[src/rtl/xts_tweak_pkg.sv]
package xts_tweak_pkg;
  localparam int TW_W   = 128;
  localparam int IDX_W  = 64;
  localparam int BLK_SH = 4; // log2 of 16-byte data block
  localparam logic [7:0] GF_RED = 8'h87;

  typedef enum logic [1:0] {ST_IDLE, ST_REQ, ST_WAIT, ST_EMIT} seq_st_e;

  function automatic logic [TW_W-1:0] gf_dbl(input logic [TW_W-1:0] v);
    logic [TW_W-1:0] r;
    r = {v[TW_W-2:0], 1'b0};
    if (v[TW_W-1]) r[7:0] = r[7:0] ^ GF_RED;
    return r;
  endfunction
endpackage

[src/rtl/xts_idx_swap.sv]
module xts_idx_swap #(
  parameter int NBYTES = 8
) (
  input  logic [8*NBYTES-1:0] be_i,
  output logic [8*NBYTES-1:0] val_o
);
  for (genvar g = 0; g < NBYTES; g++) begin : g_byte
    assign val_o[8*g +: 8] = be_i[8*(NBYTES-1-g) +: 8];
  end
endmodule

[src/rtl/xts_gf_dbl.sv]
module xts_gf_dbl #(
  parameter int         W   = 128,
  parameter logic [7:0] RED = 8'h87
) (
  input  logic [W-1:0] v_i,
  output logic [W-1:0] v_o
);
  logic [W-1:0] red_w;
  assign red_w = {{(W-8){1'b0}}, RED};
  assign v_o   = {v_i[W-2:0], 1'b0} ^ (v_i[W-1] ? red_w : '0);
endmodule

[src/rtl/xts_blk_ctr.sv]
module xts_blk_ctr #(
  parameter int BLK_W = 13
) (
  input  logic             clk_i,
  input  logic             rst_ni,
  input  logic             clr_i,
  input  logic             adv_i,
  input  logic [BLK_W-1:0] nblk_i,
  output logic             first_o,
  output logic             last_o
);
  logic [BLK_W-1:0] cnt_q;

  always_ff @(posedge clk_i or negedge rst_ni) begin
    if (!rst_ni)     cnt_q <= '0;
    else if (clr_i)  cnt_q <= '0;
    else if (adv_i)  cnt_q <= cnt_q + 1'b1;
  end

  assign first_o = (cnt_q == '0);
  assign last_o  = (cnt_q == nblk_i - 1'b1);
endmodule

[src/rtl/xts_tweak_seq.sv]
module xts_tweak_seq
  import xts_tweak_pkg::*;
#(
  parameter int SZ_W  = 16,
  parameter int CNT_W = 16
) (
  input  logic               clk_i,
  input  logic               rst_ni,
  input  logic               start_i,
  input  logic [IDX_W-1:0]   idx_be_i,
  input  logic [SZ_W-1:0]    sec_bytes_i,
  input  logic [CNT_W-1:0]   sec_cnt_i,
  output logic               busy_o,
  output logic               err_o,
  output logic               done_o,
  output logic               treq_valid_o,
  output logic [TW_W-1:0]    treq_data_o,
  input  logic               treq_ready_i,
  input  logic               tresp_valid_i,
  input  logic [TW_W-1:0]    tresp_data_i,
  output logic               tw_valid_o,
  output logic [TW_W-1:0]    tw_data_o,
  output logic               tw_first_o,
  output logic               tw_last_o,
  input  logic               tw_ready_i
);
  localparam int BLK_W = SZ_W - BLK_SH + 1;

  seq_st_e          st_q;
  logic [IDX_W-1:0] idx_q, idx_sw;
  logic [BLK_W-1:0] nblk_q, nblk_calc;
  logic [CNT_W-1:0] left_q;
  logic [TW_W-1:0]  tw_q, tw_nxt;
  logic             err_q, done_q;
  logic             partial, bad_cfg, start_ok;
  logic             tw_hs, blk_first, blk_last, last_sec;

  xts_idx_swap #(.NBYTES(IDX_W/8)) u_swap (.be_i(idx_be_i), .val_o(idx_sw));

  xts_gf_dbl #(.W(TW_W), .RED(GF_RED)) u_dbl (.v_i(tw_q), .v_o(tw_nxt));

  assign partial   = |sec_bytes_i[BLK_SH-1:0];
  assign nblk_calc = {1'b0, sec_bytes_i[SZ_W-1:BLK_SH]} + BLK_W'(partial);
  assign bad_cfg   = (sec_bytes_i == '0) || (sec_cnt_i == '0) ||
                     (partial && (sec_cnt_i != CNT_W'(1)));
  assign start_ok  = (st_q == ST_IDLE) && start_i && !bad_cfg;

  assign tw_hs    = (st_q == ST_EMIT) && tw_ready_i;
  assign last_sec = (left_q == CNT_W'(1));

  xts_blk_ctr #(.BLK_W(BLK_W)) u_blk (
    .clk_i   (clk_i),
    .rst_ni  (rst_ni),
    .clr_i   ((st_q == ST_WAIT) && tresp_valid_i),
    .adv_i   (tw_hs),
    .nblk_i  (nblk_q),
    .first_o (blk_first),
    .last_o  (blk_last)
  );

  always_ff @(posedge clk_i or negedge rst_ni) begin
    if (!rst_ni) begin
      st_q   <= ST_IDLE;
      idx_q  <= '0;
      nblk_q <= '0;
      left_q <= '0;
      tw_q   <= '0;
      err_q  <= 1'b0;
      done_q <= 1'b0;
    end else begin
      err_q  <= (st_q == ST_IDLE) && start_i && bad_cfg;
      done_q <= 1'b0;
      unique case (st_q)
        ST_IDLE: if (start_ok) begin
          idx_q  <= idx_sw;
          nblk_q <= nblk_calc;
          left_q <= sec_cnt_i;
          st_q   <= ST_REQ;
        end
        ST_REQ: if (treq_ready_i) st_q <= ST_WAIT;
        ST_WAIT: if (tresp_valid_i) begin
          tw_q <= tresp_data_i;
          st_q <= ST_EMIT;
        end
        ST_EMIT: if (tw_hs) begin
          if (!blk_last) begin
            tw_q <= tw_nxt;
          end else if (last_sec) begin
            done_q <= 1'b1;
            st_q   <= ST_IDLE;
          end else begin
            idx_q  <= idx_q + 1'b1;
            left_q <= left_q - 1'b1;
            st_q   <= ST_REQ;
          end
        end
        default: st_q <= ST_IDLE;
      endcase
    end
  end

  assign busy_o       = (st_q != ST_IDLE);
  assign err_o        = err_q;
  assign done_o       = done_q;
  assign treq_valid_o = (st_q == ST_REQ);
  assign treq_data_o  = {{(TW_W-IDX_W){1'b0}}, idx_q};
  assign tw_valid_o   = (st_q == ST_EMIT);
  assign tw_data_o    = tw_q;
  assign tw_first_o   = (st_q == ST_EMIT) && blk_first;
  assign tw_last_o    = (st_q == ST_EMIT) && blk_last;
endmodule

[config.mk]
export PLATFORM = sky130hd
export DESIGN_NAME = xts_tweak_seq
export DESIGN_NICKNAME = d
export VERILOG_FILES = /design/src/rtl/xts_tweak_pkg.sv /design/src/rtl/xts_idx_swap.sv /design/src/rtl/xts_gf_dbl.sv /design/src/rtl/xts_blk_ctr.sv /design/src/rtl/xts_tweak_seq.sv
export SDC_FILE = /design/constraint.sdc
export NUM_CORES = 1
export LEC_CHECK = 0
export BUFFER_PORTS_ARGS = -buffer_cell sky130_fd_sc_hd__buf_2
export CORE_AREA = 4 4 187 189
export DETAILED_ROUTE_END_ITERATION = 8
export DIE_AREA = 0 0 191 193
export GPL_TIMING_DRIVEN = 1
export PLACE_DENSITY = 0.66
export SKIP_LAST_GASP = 1
export SYNTH_ARGS = -nofsm -noshare
export SYNTH_HDL_FRONTEND = slang
export SYNTH_SLANG_ARGS = --single-unit
[constraint.sdc]
create_clock -name clk_i -period 4.5 [get_ports clk_i]
set_input_delay 0.45 -clock clk_i [delete_from_list [all_inputs] [get_ports clk_i]]
set_output_delay 0.45 -clock clk_i [all_outputs]
set_load 0.01 [all_outputs]
==> impl_metrics.csv, run 1 <==
group,metric,value,unit
run_status,status,"completed",
sta,setup_slack,0.548,ns
die,rows,67,
global_route,grt_usage,22.7,%
power_and_ir_drop,power.switching,3.45,mW
synthesis,synth_edf_count,0,
layout,fin_nets,2127,
sta,setup_viol,0,
global_route,grt_remaining_overflow,0,
global_route,grt_max_degree,110,
routing,ant_nets,0,
die,ios,493,
critical_path,crit_type,"reg -> out",
sta,tightest_slew,0.976,ns
global_route,grt_pass1_wl,67.6,mm
synthesis,ys_types,71,
routing,remaining_drc_errors,0,
power_and_ir_drop,power.density,533,nW/µm²
layout,fill_cells,3215,
worst_hold_path,hold_class,"in -> reg",
power_and_ir_drop,p_comb_share,36.4,%
layout,final_cell_mix,"427 x buf_2, 238 x dfrtp_1, 186 x a21oi_1, 173 x inv_1, 150 x o22ai_1",
routing,finalWirelength,45.4,mm
critical_path,critPathCaptureType,"output port",
power_and_ir_drop,seqPwrFrac,37.7,%
synthesis,yosys.area_share.simple,14.2,%
critical_path,crit_fanout,8,
global_route,antenna_found_initial,5,
synthesis,synth-compound-area-share,23.3,%
cts,h-tree-depth,1,
sta,post-route-min-period,3.95,ns
sta,timing.fmax,253,MHz
die,start_util,39.1,%
placed_design,place_ws,0.614,ns
power_and_ir_drop,switching_share,39.8,%
routing,drtIter0Drc,993,
synthesis,ys_warn_count,0,
run,cap_violations,0,
cts,clkLatencyLatePin,0.54,ns
placed_design,placed_cells,2302,
cts,cts_sinks,238,
synthesis,ys_seq_elements,238,
sta,slew_headroom,34.9,%
synthesis,syn_avg_cell_area,8.69,µm²
cts,cts_tree,"yes",
layout,mostFrequentLayoutCell,"buf_2",
critical_path,worstPathRequired,4.05,ns
placed_design,hpwl,33.3,mm
cts,clk_pin_slew,0.06,ns
routing,viasPerCell,5.47,
power_and_ir_drop,internal_power,5.21,mW
synthesis,async_flop_share,100,%
die,dieArea,36900,µm²
power_and_ir_drop,leakage,7.72,nW
sta,skew,0.0147,ns
synthesis,synth_xor_area_share,3.10,%
sta,hold_viol,0,
critical_path,worst_setup_path_start_kind,"flop",
synthesis,synth_top_flop_cell,"dfrtp_1",
die,die_height,193,µm
power_and_ir_drop,clkPwrFrac,25.8,%
sta,slew_viol_final,0,
routing,firstDrtPassIters,5,
placed_design,port_buffers,428,
synthesis,syn-cell-area,13000,µm²
layout,drive_above_1_share,26.9,%
layout,area_growth,24.9,%
synthesis,synth_top_family_by_area,"compound AO/OA/AOI/OAI gates",
layout,stdcell_count,2360,
die,core-area,33300,µm²
cts,cts_buffer_depth,3,
cts,root_buffer,"clkbuf_16",
layout,final_core_util,48.8,%
global_route,grt_pass1_vias,12000,
routing,vias,12900,
sta,rsz0062_at_grt,"no",
sta,fin_setup_tns,0,ns
power_and_ir_drop,irDropWorstVdd,287,µV
sta,whs,0.121,ns
cts,cts_buffers,27,
sta,fin_crit_sh,87.8,%
die,die_w,191,µm
routing,wl_per_cell,19.2,µm
synthesis,netlist_instances,1497,
cts,cts_setup_buffers,0,
synthesis,synthAdderAreaFrac,1.25,%
critical_path,arrival,3.50,ns
synthesis,synthMuxAreaShare,0.577,%
synthesis,seq_area_frac_synth,45.8,%
placed_design,routabilityCongestion,0.928,
==> power groups by stage <==
stage	Sequential [mW]	Clock, mW	Combinational, mW
floorplan	3.33	0	1.81
global placement	3.27	0	3.10
detailed placement	3.29	0	3.15
CTS	3.26	2.30	3.17
global route	3.34	2.38	3.49
finish	3.27	2.24	3.15
==> cell families after synthesis <==
group                      count (synthesis)
DFF                                      238
other                                      1
muxes                                      7
xor gates and xnor gates                  46
adders and majority gates                 13
and+or+nand+nor                          369
AOI/OAI and AO/OA                        496
buffers and inverters                    327
==> final timing paths <==
kind / from / cells past startpoint / slack [ns] / end
worst max-delay path: nblk_q[0]$_DFFE_PN0P_ / 9 / 0.55 / tw_last_o
worst max register to register: nblk_q[0]$_DFFE_PN0P_ / 11 / 0.58 / idx_q[42]$_DFFE_PN0P_
max in group asynchronous: rst_ni / 3 / 2.90 / tw_data_o[97]$_DFFE_PN0P_
min in group asynchronous: rst_ni / 2 / 0.49 / idx_q[0]$_DFFE_PN0P_
worst min register to register: tw_data_o[70]$_DFFE_PN0P_ / 2 / 0.53 / tw_data_o[70]$_DFFE_PN0P_
worst min-delay path: idx_be_i[18] / 2 / 0.12 / idx_q[42]$_DFFE_PN0P_
==> cells in the mapped netlist, drive strengths merged (3+ instances only) <==
cell    number  area (µm²)
dfrtp      238        5960
a211o        3        26.3
o21a         8        60.1
o21ai       47         235
a221o        3        30.0
a31oi        6        37.5
nor2b        5        31.3
nand4       21         131
a22oi       14         105
xnor2       32         280
a211oi       4        30.0
a21oi      186         931
and4         4        35.0
ha          13         163
nor4        25         171
nor2        83         312
inv        173         649
mux2i        3        30.0
and2         7        43.8
buf         94         656
o31ai       21         158
o211ai       7        52.6
o22ai      150         938
and3        13        81.3
or3         15        93.8
nand2b       6        37.5
nand3       36         180
nor3        38         200
nor3b        5        37.5
a222oi      13         130
mux2         4        45.0
or2          7        43.8
o32ai        4        35.0
o21bai      12        90.1
xor2        14         123
clkbuf      60         225
nand2       94         355
==> layer usage <==
layer	share of wire (%)	vias up	track usage (%)
met2	48	560	37.0
met5	0	-	0
li1	-	6002	-
met4	3.5	0	8.56
met1	41	6236	31.2
met3	7.1	101	3.10
==> registers in the layout, summed over array words and instances, names as in the netlist <==
signal,count
err_o,1
done_o,1
tw_data_o,128
u_blk.cnt_q,13
nblk_q,13
left_q,16
idx_q,64
st_q,2
==> per-stage QoR <==
| step | total power, mW | instance area [µm²] |
|---|---|---|
| 4_1_cts | 8.72 | 16200 |
| 2_1_floorplan | 5.14 | 13200 |
| 6_report | 8.66 | 16200 |
| 5_1_grt | 9.22 | 16200 |
| 3_5_place_dp | 6.44 | 15300 |
| 3_3_place_gp | 6.37 | 15300 |
==> what timing repair did <==
item / CTS / global route
resized for setup: 0 / 0
hold endpoints to repair: 62 / 0
hold buffers: 1 / 0
==> layout make-up <==
class | instances | area (µm²) | area share (%)
Antenna cell | 7 | 17.5 | 0.108
Multi-Input combinational cell | 995 | 5790 | 35.7
Sequential cell | 238 | 5960 | 36.7
Clock inverter | 10 | 146 | 0.902
Inverter | 173 | 649 | 4.00
Timing Repair Buffer | 449 | 2370 | 14.6
Tap cell | 448 | 561 | 3.45
Clock buffer | 40 | 744 | 4.58
==> worst max-delay path, cell delays in order, from the launching register on <==
cell      delay, ns
dfrtp_1        0.44
inv_1          0.10
ha_1           0.28
or3b_2         0.49
a2111o_1       0.38
a221oi_2       0.27
nand4_1        0.14
or3_1          0.45
nor2_1         0.23
buf_2          0.18
Note: power is estimated with default switching activity, not from simulation.
==> run 2: changes to the inputs <==
--- a/config.mk
+++ b/config.mk
@@ -7,6 +7,7 @@
 export LEC_CHECK = 0
 export BUFFER_PORTS_ARGS = -buffer_cell sky130_fd_sc_hd__buf_2
 export CORE_AREA = 4 4 187 189
+export CTS_BUF_LIST = sky130_fd_sc_hd__clkbuf_16
 export DETAILED_ROUTE_END_ITERATION = 8
 export DIE_AREA = 0 0 191 193
 export GPL_TIMING_DRIVEN = 1
==> run 2 against run 1 <==
  * Via count increased by 0.12%
  * Combinational power about the same
  * Flip-flop and latch count unchanged
  * Hold slack about the same
  * Largest power group unchanged
  * Design area decreased by 0.14%
  * Sequential power about the same
  * Die area unchanged
  * Register-to-register slack about the same
  * Core utilization decreased by 0.068 points
==> impl_metrics.csv, run 2 (synthesized netlist as in run 1, its figures left out) <==
group,metric,value,unit
critical_path,arrival,3.51,ns
placed_design,routabilityCongestion,0.928,
routing,wl_met3,3.17,mm
die,ios,493,
layout,fill_cells,3219,
cts,root_buffer,"clkbuf_16",
die,die_height,193,µm
global_route,grt_pass1_vias,12000,
cts,cts_buffers,27,
global_route,grt_usage,22.7,%
sta,fin_crit_sh,87.9,%
routing,ant_nets,0,
routing,remaining_drc_errors,0,
critical_path,critPathCaptureType,"output port",
routing,firstDrtPassIters,7,
routing,drtIter0Drc,1028,
cts,clk_pin_slew,0.06,ns
critical_path,reg2reg_to,"idx_q[31]$_DFFE_PN0P_",
placed_design,port_buffers,428,
sta,skew,0.0134,ns
run_status,status,"completed",
routing,route.met2.wl,21.9,mm
power_and_ir_drop,irDropWorstVdd,286,µV
routing,viasPerCell,5.47,
routing,highest_layer,"met4",
routing,finalWirelength,45.4,mm
worst_hold_path,worst_hold_path.endpoint,"idx_q[42]$_DFFE_PN0P_",
critical_path,reg2reg_depth,11,
sta,setup_slack,0.544,ns
die,start_util,39.1,%
layout,drive_above_1_share,26.8,%
critical_path,crit_fanout,8,
critical_path,worst_setup_path_start_kind,"flop",
layout,stdcell_count,2359,
sta,slew_headroom,35.6,%
sta,post-route-min-period,3.96,ns
global_route,antenna_found_initial,5,
power_and_ir_drop,power.density,530,nW/µm²
cts,cts_tree,"yes",
layout,fin_nets,2127,
global_route,grt_remaining_overflow,0,
cts,cts_sinks,238,
routing,wl_per_cell,19.2,µm
critical_path,r2r_slack,0.58,ns
die,core-area,33300,µm²
layout,final_core_util,48.7,%
power_and_ir_drop,leakage,7.76,nW
die,rows,67,
cts,cts_hold_buf,1,
worst_hold_path,min_path_cells,2,
die,dieArea,36900,µm²
power_and_ir_drop,power,8.60,mW
placed_design,hpwl,33.3,mm
sta,fin_setup_tns,0,ns
cts,clkLatencyLatePin,0.54,ns
sta,hold_viol,0,
worst_hold_path,hp-start,"idx_be_i[18]",
layout,largest_reg_flops,128,
routing,wl_met1,18.7,mm
run,cap_violations,0,
global_route,grt_max_degree,110,
global_route,grt_pass1_wl,67.5,mm
sta,slew_viol_final,0,
routing,vias,12900,
critical_path,crit_type,"reg -> out",
sta,tightest_slew,0.966,ns
cts,cts_buffer_depth,3,
layout,mostFrequentLayoutCell,"buf_2",
layout,area_growth,24.7,%
sta,setup_viol,0,
sta,rsz0062_at_grt,"no",
cts,cts_setup_buffers,0,
placed_design,placed_cells,2302,
die,die_w,191,µm
worst_hold_path,hold_class,"in -> reg",
cts,h-tree-depth,1,
critical_path,worstPathRequired,4.05,ns
placed_design,place_ws,0.614,ns
critical_path,worstReg2RegStart,"nblk_q[0]$_DFFE_PN0P_",
layout,final_cell_mix,"427 x buf_2, 238 x dfrtp_1, 186 x a21oi_1, 184 x inv_1, 150 x o22ai_1",
cts,ctsResizeCount,0,
sta,timing.fmax,253,MHz
-- run 2: cell count changes in the layout (fill, tap and decap cells not counted), sizes merged --
cell / delta
diode: -1
clkinv: +2
clkbuf: -13
inv: +11
-- run 2: layout make-up --
cell class,count,area (µm²),area share [%]
inverters,173,649,4.00
flip-flops and latches,238,5960,36.7
clock buffers,27,676,4.17
multi-input cells,995,5790,35.7
well taps,448,561,3.46
repair buffers,449,2370,14.6
clock inverters,23,195,1.20
diodes,6,15.0,0.0926
-- run 2: critical path, cell delays in order, from the launching register on --
cell and delay [ns]:
dfrtp_1 0.45, inv_1 0.11, ha_1 0.29, or3b_2 0.49, a2111o_1 0.38, a221oi_2 0.27, nand4_1 0.14, or3_1 0.45
nor2_1 0.23, buf_2 0.18
-- run 2: worst max-delay path by stage --
stage | from | end | slack [ns] | cells past startpoint
6_report | nblk_q[0]$_DFFE_PN0P_ | tw_last_o | 0.54 | 9
3_3_place_gp | nblk_q[0]$_DFFE_PN0P_ | idx_q[42]$_DFFE_PN0P_ | 0.71 | 11
4_1_cts | nblk_q[0]$_DFFE_PN0P_ | tw_last_o | 0.53 | 9
3_5_place_dp | nblk_q[0]$_DFFE_PN0P_ | idx_q[31]$_DFFE_PN0P_ | 0.61 | 11
2_1_floorplan | nblk_q[0]$_DFFE_PN0P_ | idx_q[35]$_DFFE_PN0P_ | 1.07 | 12
5_1_grt | nblk_q[0]$_DFFE_PN0P_ | tw_last_o | 0.40 | 9
-- run 2: report_power, final --
group | leakage (nW) | switching, mW | total, mW | internal (mW)
clock | 0.467 | 0.909 | 2.17 | 1.27
sequential | 2.58 | 0.584 | 3.27 | 2.68
combinational | 4.70 | 1.96 | 3.16 | 1.20
-- run 2: per-layer routing --
metal  up-vias  track usage, %
li1       5993               -
met5         -               0
met1      6279            31.2
met2       547            37.0
met4         0            8.56
met3        95            3.10
-- run 2: metrics by stage --
stage / instance area (µm²) / hold slack, ns
floorplan: 13200 / 0.154
global placement: 15300 / 0.506
detailed placement: 15300 / 0.522
CTS: 16200 / 0.0867
global route: 16200 / 0.0965
finish: 16200 / 0.121
==> run 3: changes to the inputs <==
--- a/config.mk
+++ b/config.mk
@@ -11,7 +11,7 @@
 export DETAILED_ROUTE_END_ITERATION = 8
 export DIE_AREA = 0 0 191 193
 export GPL_TIMING_DRIVEN = 1
-export PLACE_DENSITY = 0.66
+export PLACE_DENSITY = 0.72
 export SKIP_LAST_GASP = 1
 export SYNTH_ARGS = -nofsm -noshare
 export SYNTH_HDL_FRONTEND = slang
==> run 3 against run 2 <==
  * The run now ends with hold timing left
  * Clock power about the same
  * Design area is 0.27% lower
  * Flip-flop and latch count unchanged
  * Via count grew 0.32%
  * Setup slack got worse by 0.095 ns
  * Hold slack lost 0.13 ns
  * Routed wire length is 0.16% higher
  * Sequential share of layout area is 0.099 points higher
  * Critical path type is now reg -> reg
==> impl_metrics.csv, run 3 (synthesized netlist as in run 1, its figures left out) <==
group,metric,value,unit
critical_path,worst_setup_path_start_kind,"flop",
critical_path,reg2reg_depth,10,
cts,cts_hold_buf,0,
cts,cts_setup_buffers,0,
sta,rsz0062_at_grt,"no",
die,dieArea,36900,µm²
cts,ctsResizeCount,0,
critical_path,slowest_stage,"or4b_4",
placed_design,port_buffers,428,
global_route,grt_pass1_wl,67.9,mm
layout,final_cell_mix,"427 x buf_2, 238 x dfrtp_1, 186 x a21oi_1, 180 x inv_1, 150 x o22ai_1",
critical_path,worstPathRequired,4.92,ns
cts,clkLatencyLatePin,0.55,ns
power_and_ir_drop,leakage,7.71,nW
cts,cts_buffers,29,
routing,wl_per_cell,19.3,µm
global_route,grt_remaining_overflow,0,
sta,slew_headroom,25.8,%
layout,final_core_util,48.6,%
run_status,status,"finished, violations left",
critical_path,r2r_slack,0.45,ns
die,ios,493,
worst_hold_path,hold_class,"in -> async",
critical_path,critPathCaptureType,"flop",
critical_path,worstReg2RegStart,"nblk_q[0]$_DFFE_PN0P_",
sta,slew_viol_final,0,
routing,firstDrtPassIters,7,
power_and_ir_drop,irDropWorstVdd,295,µV
routing,drtIter0Drc,1069,
die,core-area,33300,µm²
critical_path,reg2reg_to,"idx_q[20]$_DFFE_PN0P_",
run,cap_violations,0,
cts,clk_pin_slew,0.06,ns
placed_design,hpwl,33.3,mm
sta,timing.fmax,247,MHz
die,start_util,39.1,%
layout,mostFrequentLayoutCell,"buf_2",
layout,largest_reg_flops,128,
placed_design,routabilityCongestion,0.927,
global_route,grt_pass1_vias,12100,
cts,h-tree-depth,1,
critical_path,crit_fanout,27,
cts,cts_sinks,238,
sta,fin_setup_tns,0,ns
sta,whs,-0.0103,ns
critical_path,arrival,4.47,ns
cts,cts_tree,"yes",
critical_path,crit_top_cell,"inv_1",
sta,post-route-min-period,4.05,ns
layout,fin_nets,2127,
power_and_ir_drop,power,8.58,mW
routing,vias,13000,
sta,hold_viol,2,
layout,drive_above_1_share,26.8,%
routing,finalWirelength,45.4,mm
die,rows,67,
global_route,grt_max_degree,128,
critical_path,cp_cell_sequence,"inv_1 > ha_1 > or3b_2 > a2111o_1 > a221oi_2 > nand4_1 > or4b_4 > and2_1 > a222oi_1 > inv_1",
cts,root_buffer,"clkbuf_16",
critical_path,cpPeakStageDelay,0.70,ns
sta,setup_viol,0,
cts,cts_buffer_depth,3,
critical_path,crit_type,"reg -> reg",
routing,viasPerCell,5.49,
power_and_ir_drop,power.density,531,nW/µm²
run_status,violations,"hold timing",
die,die_height,193,µm
sta,skew,0.0171,ns
routing,remaining_drc_errors,0,
layout,area_growth,24.4,%
routing,ant_nets,0,
sta,tightest_slew,1.11,ns
global_route,antenna_found_initial,5,
die,die_w,191,µm
global_route,grt_usage,22.7,%
sta,fin_crit_sh,90.0,%
-- run 3: cell count changes in the layout (fill, tap and decap cells not counted), sizes merged --
cell | previous run | this run
bufinv | 3 | 1
inv | 185 | 181
buf | 448 | 447
clkinv | 7 | 12
clkinvlp | 1 | 4
clkbuf | 27 | 29
diode | 6 | 4
dlygate4sd3 | 1 | 0
-- run 3: per-stage QoR --
| stage | setup slack (ns) | hold slack (ns) | cells | area [µm²] |
|---|---|---|---|---|
| after detailed placement | 0.485 | 0.522 | 2301 | 15300 |
| after global placement | 0.570 | 0.514 | 2301 | 15300 |
| after global routing | 0.197 | 0.0526 | 2357 | 16200 |
| after CTS | 0.463 | 0.0590 | 2355 | 16200 |
| final | 0.448 | -0.0103 | 2359 | 16200 |
| after floorplan | 1.07 | 0.154 | 1560 | 13200 |
-- run 3: area by class of cell --
| type | count | area (µm²) |
|---|---|---|
| Fill cell | 3226 | 17100 |
| Sequential cell | 238 | 5960 |
| Multi-Input combinational cell | 995 | 5790 |
| Timing Repair Buffer | 447 | 2330 |
| Clock buffer | 29 | 726 |
| Inverter | 173 | 649 |
| Tap cell | 448 | 561 |
| Clock inverter | 25 | 149 |
| Antenna cell | 4 | 10.0 |
-- run 3: metal layers --
layer,wire [µm],vias to the layer above,track usage [%]
li1,-,5995,-
met1,18300,6287,30.3
met2,22500,572,38.2
met3,3270,95,3.38
met4,1410,6,7.54
met5,38,-,0
-- run 3: where the power goes --
group	leakage (nW)	internal, mW	switching (mW)
clock network	0.442	1.22	0.923
registers	2.58	2.68	0.590
logic	4.68	1.20	1.97
-- run 3: worst max path at each step --
| stage | slack (ns) | cells after the start | startpoint | endpoint |
|---|---|---|---|---|
| 2_1_floorplan | 1.07 | 12 | nblk_q[0]$_DFFE_PN0P_ | idx_q[35]$_DFFE_PN0P_ |
| 3_3_place_gp | 0.57 | 10 | nblk_q[0]$_DFFE_PN0P_ | idx_q[20]$_DFFE_PN0P_ |
| 3_5_place_dp | 0.48 | 10 | nblk_q[0]$_DFFE_PN0P_ | idx_q[15]$_DFFE_PN0P_ |
| 4_1_cts | 0.46 | 10 | nblk_q[0]$_DFFE_PN0P_ | idx_q[15]$_DFFE_PN0P_ |
| 5_1_grt | 0.20 | 10 | nblk_q[0]$_DFFE_PN0P_ | idx_q[20]$_DFFE_PN0P_ |
| 6_report | 0.45 | 10 | nblk_q[0]$_DFFE_PN0P_ | idx_q[20]$_DFFE_PN0P_ |
-- run 3: critical path, delay by kind of cell, from the launching register on --
kind                       cells  cell delay, ns
buffers and inverters          2            0.18
AOI/OAI and AO/OA              3            1.10
DFF                            1            0.44
and+or+nand+nor                4            1.89
adders and majority gates      1            0.28
